[src/rtl/fm_pkg.sv]
package fm_pkg;

    // Control strobes issued by the window timer in one cycle
    typedef struct packed {
        logic gate;   // counting window open
        logic load;   // copy count into result register
        logic wipe;   // reset the counter
    } fm_ctrl_t;

    localparam logic [3:0] DEC_MAX = 4'd9;

    // Next value of a decimal digit when stepped
    function automatic logic [3:0] dec_step(input logic [3:0] d);
        return (d == DEC_MAX) ? 4'd0 : d + 4'd1;
    endfunction

    // Width of a counter that reaches n-1
    function automatic int cnt_width(input int unsigned n);
        return (n < 2) ? 1 : $clog2(n);
    endfunction

endpackage

[src/rtl/fm_window_timer.sv]
module fm_window_timer
    import fm_pkg::*;
#(
    parameter int unsigned CLK_HZ = 125_000_000
) (
    input  logic     clk,
    input  logic     rst,
    output fm_ctrl_t ctrl
);
    localparam int unsigned PERIOD = 2 * CLK_HZ;
    localparam int          CW     = cnt_width(PERIOD);
    localparam logic [CW-1:0] LAST     = CW'(PERIOD - 1);
    localparam logic [CW-1:0] OPEN_END = CW'(CLK_HZ);
    localparam logic [CW-1:0] LOAD_AT  = CW'(PERIOD - 3);
    localparam logic [CW-1:0] WIPE_AT  = CW'(PERIOD - 2);

    logic [CW-1:0] phase;

    always_ff @(posedge clk) begin
        if (rst)                phase <= '0;
        else if (phase == LAST) phase <= '0;
        else                    phase <= phase + 1'b1;
    end

    always_comb begin
        ctrl.gate = (phase < OPEN_END);
        ctrl.load = (phase == LOAD_AT);
        ctrl.wipe = (phase == WIPE_AT);
    end

    AST_GATE_OPENS_AFTER_RESET: assert property (@(posedge clk) disable iff (rst)
        $fell(rst) |-> ctrl.gate);
    AST_LOAD_GATE_CLOSED: assert property (@(posedge clk) disable iff (rst)
        ctrl.load |-> !ctrl.gate);
    AST_LOAD_THEN_WIPE: assert property (@(posedge clk) disable iff (rst)
        ctrl.load |=> ctrl.wipe && !ctrl.gate);
    AST_WIPE_AFTER_LOAD: assert property (@(posedge clk) disable iff (rst)
        $rose(ctrl.wipe) |-> $past(ctrl.load));
    AST_GATE_REOPENS: assert property (@(posedge clk) disable iff (rst)
        ctrl.wipe |=> !ctrl.gate ##1 ctrl.gate);

endmodule

[src/rtl/fm_edge_sync.sv]
module fm_edge_sync (
    input  logic clk,
    input  logic rst,
    input  logic async_in,
    output logic rise
);
    logic [2:0] stg;

    always_ff @(posedge clk) begin
        if (rst) stg <= '0;
        else     stg <= {stg[1:0], async_in};
    end

    assign rise = stg[1] & ~stg[2];

    AST_RISE_SINGLE: assert property (@(posedge clk) disable iff (rst)
        rise |=> !rise);

endmodule

[src/rtl/fm_dec_counter.sv]
module fm_dec_counter
    import fm_pkg::*;
#(
    parameter int DIGITS = 8
) (
    input  logic              clk,
    input  logic              rst,
    input  logic              wipe,
    input  logic              step,
    output logic [4*DIGITS-1:0] count,
    output logic              ovf
);
    localparam int W = 4 * DIGITS;

    logic [DIGITS:0] carry;
    logic            sat;

    assign carry[0] = step;
    assign sat      = carry[DIGITS];

    for (genvar g = 0; g < DIGITS; g++) begin : g_digit
        logic [3:0] dig;
        assign carry[g+1] = carry[g] && (dig == DEC_MAX);

        always_ff @(posedge clk) begin
            if (rst || wipe)              dig <= 4'd0;
            else if (carry[g] && !sat)    dig <= dec_step(dig);
        end

        assign count[4*g +: 4] = dig;

        AST_DIGIT_DECIMAL: assert property (@(posedge clk) disable iff (rst)
            dig <= DEC_MAX);
    end

    always_ff @(posedge clk) begin
        if (rst || wipe) ovf <= 1'b0;
        else if (sat)    ovf <= 1'b1;
    end

    AST_HOLD_WITHOUT_STEP: assert property (@(posedge clk) disable iff (rst)
        !step && !wipe |=> $stable(count));
    AST_WIPED: assert property (@(posedge clk) disable iff (rst)
        wipe |=> (count == '0) && !ovf);
    AST_SATURATED: assert property (@(posedge clk) disable iff (rst)
        ovf |-> (count == {DIGITS{4'd9}}));
    AST_NO_WRAP: assert property (@(posedge clk) disable iff (rst)
        step && !wipe && (count == {DIGITS{4'd9}}) |=> count == {DIGITS{4'd9}});

    logic unused_w;
    assign unused_w = (W == 0);

endmodule

[src/rtl/fm_meter.sv]
module fm_meter
    import fm_pkg::*;
#(
    parameter int unsigned CLK_HZ = 125_000_000,
    parameter int          DIGITS = 8
) (
    input  logic                clk,
    input  logic                rst,
    input  logic                sig_in,
    output logic [4*DIGITS-1:0] result,
    output logic                result_ovf,
    output logic                result_valid
);
    localparam int W = 4 * DIGITS;

    fm_ctrl_t      ctrl;
    logic          rise;
    logic          step;
    logic          load_en;
    logic          wipe_en;
    logic [W-1:0]  count;
    logic          ovf;

    fm_window_timer #(.CLK_HZ(CLK_HZ)) u_timer (
        .clk  (clk),
        .rst  (rst),
        .ctrl (ctrl)
    );

    fm_edge_sync u_sync (
        .clk      (clk),
        .rst      (rst),
        .async_in (sig_in),
        .rise     (rise)
    );

    assign step    = ctrl.gate && rise;
    assign load_en = ctrl.load && !ctrl.gate;
    assign wipe_en = ctrl.wipe && !ctrl.gate;

    fm_dec_counter #(.DIGITS(DIGITS)) u_count (
        .clk   (clk),
        .rst   (rst),
        .wipe  (wipe_en),
        .step  (step),
        .count (count),
        .ovf   (ovf)
    );

    always_ff @(posedge clk) begin
        if (rst) begin
            result       <= '0;
            result_ovf   <= 1'b0;
            result_valid <= 1'b0;
        end else begin
            result_valid <= load_en;
            if (load_en) begin
                result     <= count;
                result_ovf <= ovf;
            end
        end
    end

    AST_VALID_ONE_CYCLE: assert property (@(posedge clk) disable iff (rst)
        result_valid |=> !result_valid);
    AST_RESULT_STABLE: assert property (@(posedge clk) disable iff (rst)
        !result_valid |-> $stable(result) && $stable(result_ovf));
    AST_NO_COUNT_GATE_CLOSED: assert property (@(posedge clk) disable iff (rst)
        !ctrl.gate && !wipe_en |=> $stable(count));

endmodule

[config.mk]
export PLATFORM = sky130hd
export DESIGN_NAME = fm_meter
export DESIGN_NICKNAME = d
export VERILOG_FILES = /design/src/rtl/fm_pkg.sv /design/src/rtl/fm_window_timer.sv /design/src/rtl/fm_edge_sync.sv /design/src/rtl/fm_dec_counter.sv /design/src/rtl/fm_meter.sv
export SDC_FILE = /design/constraint.sdc
export NUM_CORES = 1
export LEC_CHECK = 0
export ABC_AREA = 1
export ABC_CLOCK_PERIOD_IN_PS = 5710
export BUFFER_PORTS_ARGS = -buffer_cell sky130_fd_sc_hd__buf_2
export CORE_ASPECT_RATIO = 0.7
export CORE_MARGIN = 2
export CORE_UTILIZATION = 60
export DETAILED_ROUTE_END_ITERATION = 12
export PLACE_DENSITY = 0.85
export SLEW_MARGIN = 10
export SYNTH_ARGS = -nofsm -noshare
export SYNTH_HDL_FRONTEND = slang
export SYNTH_SLANG_ARGS = --single-unit
[constraint.sdc]
create_clock -name clk -period 5.71 [get_ports clk]
set_clock_uncertainty 0.05 [all_clocks]
set_input_delay 1.142 -clock clk [delete_from_list [all_inputs] [get_ports clk]]
set_output_delay 1.142 -clock clk [all_outputs]
set_load 0.01 [all_outputs]
# After elaboration in Yosys (flattened, before gate mapping)
# Cells that the tools add are included.
# word_totals
ff_bits	98
input_bits	3
out_inout_bits	34
elab_cells	68
# classes
n_addsub	9
order_cmp	1
eq_ne	11
n_mux	8
bitwise_logic	2
reduce_logical	23
# op_table
operator	n
$eq A28 B28 Y1 const B	3
$add A4 B1 Y4 const B	8
$eq A4 B4 Y1 const B	8
$mux W4	8
$add A28 B1 Y28 const B	1
$lt A28 B27 Y1 const B	1
$logic_and A1 B1 Y1	19
$logic_not A1 Y1	2
$reduce_or A2 Y1	1
$and A1 B1 Y1	1
$logic_or A1 B1 Y1	1
$not A1 Y1	1

# Longest topological paths before layout
# depth
depth_word	13
mapped_depth	15
depth_no_buf	15

# Cells and area by module
# Synthesis repeated with hierarchy kept, for this count alone.
# hier_totals
cells_unflattened	809
area_unflattened_um2	5242.5
# by_module_without_submodules
module	instances	cells_per_inst	area_each_um2	seq_area_each_um2
fm_dec_counter	1	289	1843.0	660.6
fm_window_timer	1	289	1796.7	560.5
fm_meter	1	221	1516.5	680.7
fm_edge_sync	1	10	86.3	60.1

# Worst setup path after synthesis
# OpenSTA, ideal clock, no wires.
# synth_timing
kind	input -> register
start	in rst
end	reg u_count.g_digit[0].dig[0]
setup_time_ps	70
arrival_ps	1972
t_required_ps	5590
path_slack_ps	3618
path_stages	4
n_path_buf	1
path_cell_list	a21oi_1 > clkinv_1 > buf_4 > a21oi_1
# synth_between
elab_chain_len	1
# synth_rtl
element	line	rtl
from (decl)	fm_meter.sv:8	input logic rst,
$logic_or A1 B1 Y1	fm_dec_counter.sv:26	if (rst || wipe) dig <= 4'd0;
to (signal assigned)	fm_dec_counter.sv:27	else if (carry[g] && !sat) dig <= dec_step(dig);
to (decl)	fm_dec_counter.sv:22	logic [3:0] dig;
# Every way passes these cells.
# A chain may end at the register's enable or synchronous reset.

# Worst setup path in the final report
# layout_timing
start	in rst
end	reg u_count.g_digit[2].dig[1]
# layout_between
elab_chain_len	1
# layout_rtl
element	line
$logic_or A1 B1 Y1	fm_dec_counter.sv:26
to (signal assigned)	fm_dec_counter.sv:27
to (decl)	fm_dec_counter.sv:22
# Every way passes these cells.

==> impl_metrics.yaml <==
clock_tree:
  clockBufferDepth: 2
  cts_buffers: 9
  root_buffer: "clkbuf_8"
  postCtsSetupBuffers: 0
  hold_buffers: 0
  insertion_delay_ps: 360
  cts_max_level: 3
  cts_sinks: 98
  path_clk_slew_ps: 90
  cts_tree: "yes"
  ctsResizeCount: 0
flow_run:
  maxCapViolations: 0
floorplanning:
  ios: 37
  dieArea_um2: 8250
  fp.dieW_um: 108
  start_util_pct: 62.0
  die_height_um: 76.6
  fp-row-count: 26
  coreArea_um2: 7290
placed_design:
  dp_hpwl_um: 6840
  gp_congestion: 1.02
  io_buffers: 36
  place_area_um2: 4730
global_routing:
  grt.overflow.total: 0
  grt_pass1_wl_um: 17000
  antenna_found_initial: 0
  grt_max_degree: 65
  grt_pass1_vias: 3745
  groute.usage.overall_pct: 25.6
setup_path:
  cpMostUsedCell: "a21oi_1"
  end_kind: "flop"
  crit_arrival_ps: 3120
  required_ps: 5930
  cp_num_buf_inv: 2
  cp_max_fo: 27
  cp_slowest_cell: "clkinv_1"
  slowest_delay_ps: 910
  rr_endpoint: "u_count.g_digit[2].dig[1]"
  cpLargestDelayFamily: "buffers and inverters"
  r2r-start: "u_timer.phase[0]"
  crit_chain: "buf_2 -> a21oi_1 -> clkinv_1 -> a21oi_1"
  cp-start-kind: "input pin"
  r2r_slack_ps: 2950
  critPathKind: "in2reg"
  ff2ff_path_depth: 5
  crit_start: "rst"
detailed_routing:
  routed_via_density: 5.35
  drtIter0Drc: 283
  antenna_left: 0
  via_count: 3973
  wirelength_um: 9780
  drt_pre_antenna_iters: 5
  drcViolationCount: 0
  wl_per_cell_um: 13.2
timing:
  finalSetupViolations: 0
  max_freq_ghz: 0.344
  report.final.slew_viol_count: 0
  finalCriticalPeriod_ps: 2910
  tightest_slew_ps: 1000
  slew-limit-headroom_pct: 32.2
  rsz0062_at_grt: "false"
  hold_viol_final: 0
  final.period_utilization_pct: 50.9
  whs_ps: 364
  setup_tns_ps: 0
power_and_ir_drop:
  power_switching_uw: 252
  swShare_pct: 21.8
  irDropWorstVdd_uv: 130
  comb_power_share_pct: 1.9
  p_per_area_nw_per_um2: 234
  clkPwrFrac_pct: 38.3
  p_seq_share_pct: 59.7
  p_int_uw: 903
  power.total_uw: 1150
  leakage_uw: 0.00200
synth:
  yosysUniqueCellTypes: 43
  syn_inst: 609
  synth_nets: 615
  synth.avg_cell_area_um2: 7.42
  seq_area_frac_synth_pct: 43.4
  yosys_warnings: 0
  syn_area_um2: 4520
  ys_seq_elements: 98
finish:
  num_antenna_cells: 0
  nFillCells: 615
  drive_gt1_share_pct: 12.3
  syn2layout_area_growth_pct: 8.91
  nets: 647
  fin_area_um2: 4920
  multi_input_comb_area_um2: 2140
  final_core_util_pct: 67.5
  seq_area_um2: 1960
worst_hold_path:
  min_to: "u_sync.stg[1]"
  hold_path_class: "reg2reg"
  worstHoldStart: "u_sync.stg[0]"
  min_path_cells: 2
outcome:
  outcome: "completed"
[synthesized netlist by cell type (all sizes together)]
| master | n | share of area [%] |
|---|---|---|
| o21ai | 54 | 6.0 |
| a31o | 1 | 0.19 |
| a21boi | 1 | 0.17 |
| nand3 | 39 | 4.7 |
| nor4 | 6 | 0.97 |
| inv | 83 | 6.9 |
| buf | 12 | 1.7 |
| xor2 | 22 | 4.3 |
| nor2 | 79 | 7.4 |
| clkinv | 3 | 0.28 |
| nor3 | 12 | 1.7 |
| nand4 | 11 | 2.2 |
| dfxtp | 98 | 43 |
| ha | 3 | 0.83 |
| a21oi | 69 | 8.1 |
| or2 | 3 | 0.42 |
| nand2 | 97 | 8.4 |
| o31ai | 1 | 0.17 |
| o211ai | 1 | 0.17 |
| o21a | 1 | 0.17 |
| xnor2 | 1 | 0.19 |
| a31oi | 1 | 0.14 |
| clkbuf | 3 | 0.25 |
| nor3b | 7 | 1.3 |
| o41ai | 1 | 0.19 |
[cell families after synthesis]
kind of cell	share of synthesized area [%]
buffers and inverters	9.16
AOI/OAI and AO/OA	15.2
xor gates and xnor gates	4.46
adders and majority gates	0.831
DFF	43.4
and+or+nand+nor	26.9
[state kept, by name (all words and copies together), names as in the netlist]
register / count
u_timer.phase: 28
result: 32
u_count.ovf: 1
result_valid: 1
result_ovf: 1
u_sync.stg: 3
u_count.g_digit.dig: 32
[power by group through the flow]
stage	Sequential (uW)	Clock, uW	Combinational [uW]
floorplan	705	0	17.1
global placement	705	0	21.5
detailed placement	705	0	21.9
CTS	689	449	22.4
global route	690	476	25.5
finish	690	442	22.5
[layer usage]
metal / part of all wire [%] / global-route usage, % / vias up / routed length, um
met3: 6.2 / 7.19 / 19 / 606
met4: 1.3 / 8.08 / 0 / 126
li1: - / - / 2037 / -
met1: 48 / 35.7 / 1801 / 4710
met5: 0 / 0 / - / 0
met2: 44 / 38.5 / 116 / 4340
[final cells by class]
type,instances,share of cell area (%)
Clock inverter,4,1.07
Clock buffer,10,2.80
Multi-Input combinational cell,410,43.5
Inverter,86,6.58
Sequential cell,98,39.9
Tap cell,98,2.49
Timing Repair Buffer,36,3.66
[stage by stage]
step           setup WS, ps  cells
2_1_floorplan          3620    609
3_3_place_gp           2480    728
3_5_place_dp           2400    728
4_1_cts                2790    742
5_1_grt                2570    742
6_report               2800    742
[worst min-delay path, delay by kind of cell (launching register included)]
kind                   cells  cell delay (ps)
buffers and inverters      1               40
DFF                        1              310
and+or+nand+nor            1               30
[cell usage in the layout (no fill, tap or decap), types with 2 or more instances in the layout]
master	count
clkinv_1	2
clkinv_2	2
buf_2	36
nor4_1	5
nand3_1	36
clkbuf_8	10
o21ai_0	51
inv_1	81
xor2_1	22
nand4_1	9
nor3b_1	6
nand3_2	3
dfxtp_1	98
inv_2	2
a21oi_1	64
nand4_4	2
ha_1	3
nor2_1	74
o21ai_1	3
nand2_2	3
nor2_4	2
nor3_1	9
nor2_2	2
a21oi_2	5
nor3_2	3
nand2_1	93
[how the worst max path moves through the flow]
stage                                           end  slack (ps)  cells after the start
final                     u_count.g_digit[2].dig[1]        2800                      4
after CTS                         u_timer.phase[19]        2790                      4
after global routing              u_timer.phase[21]        2570                      4
after floorplan           u_count.g_digit[0].dig[0]        3620                      4
after detailed placement           u_timer.phase[4]        2400                      4
after global placement            u_timer.phase[10]        2480                      5
Power figures use the tool's default switching activity.
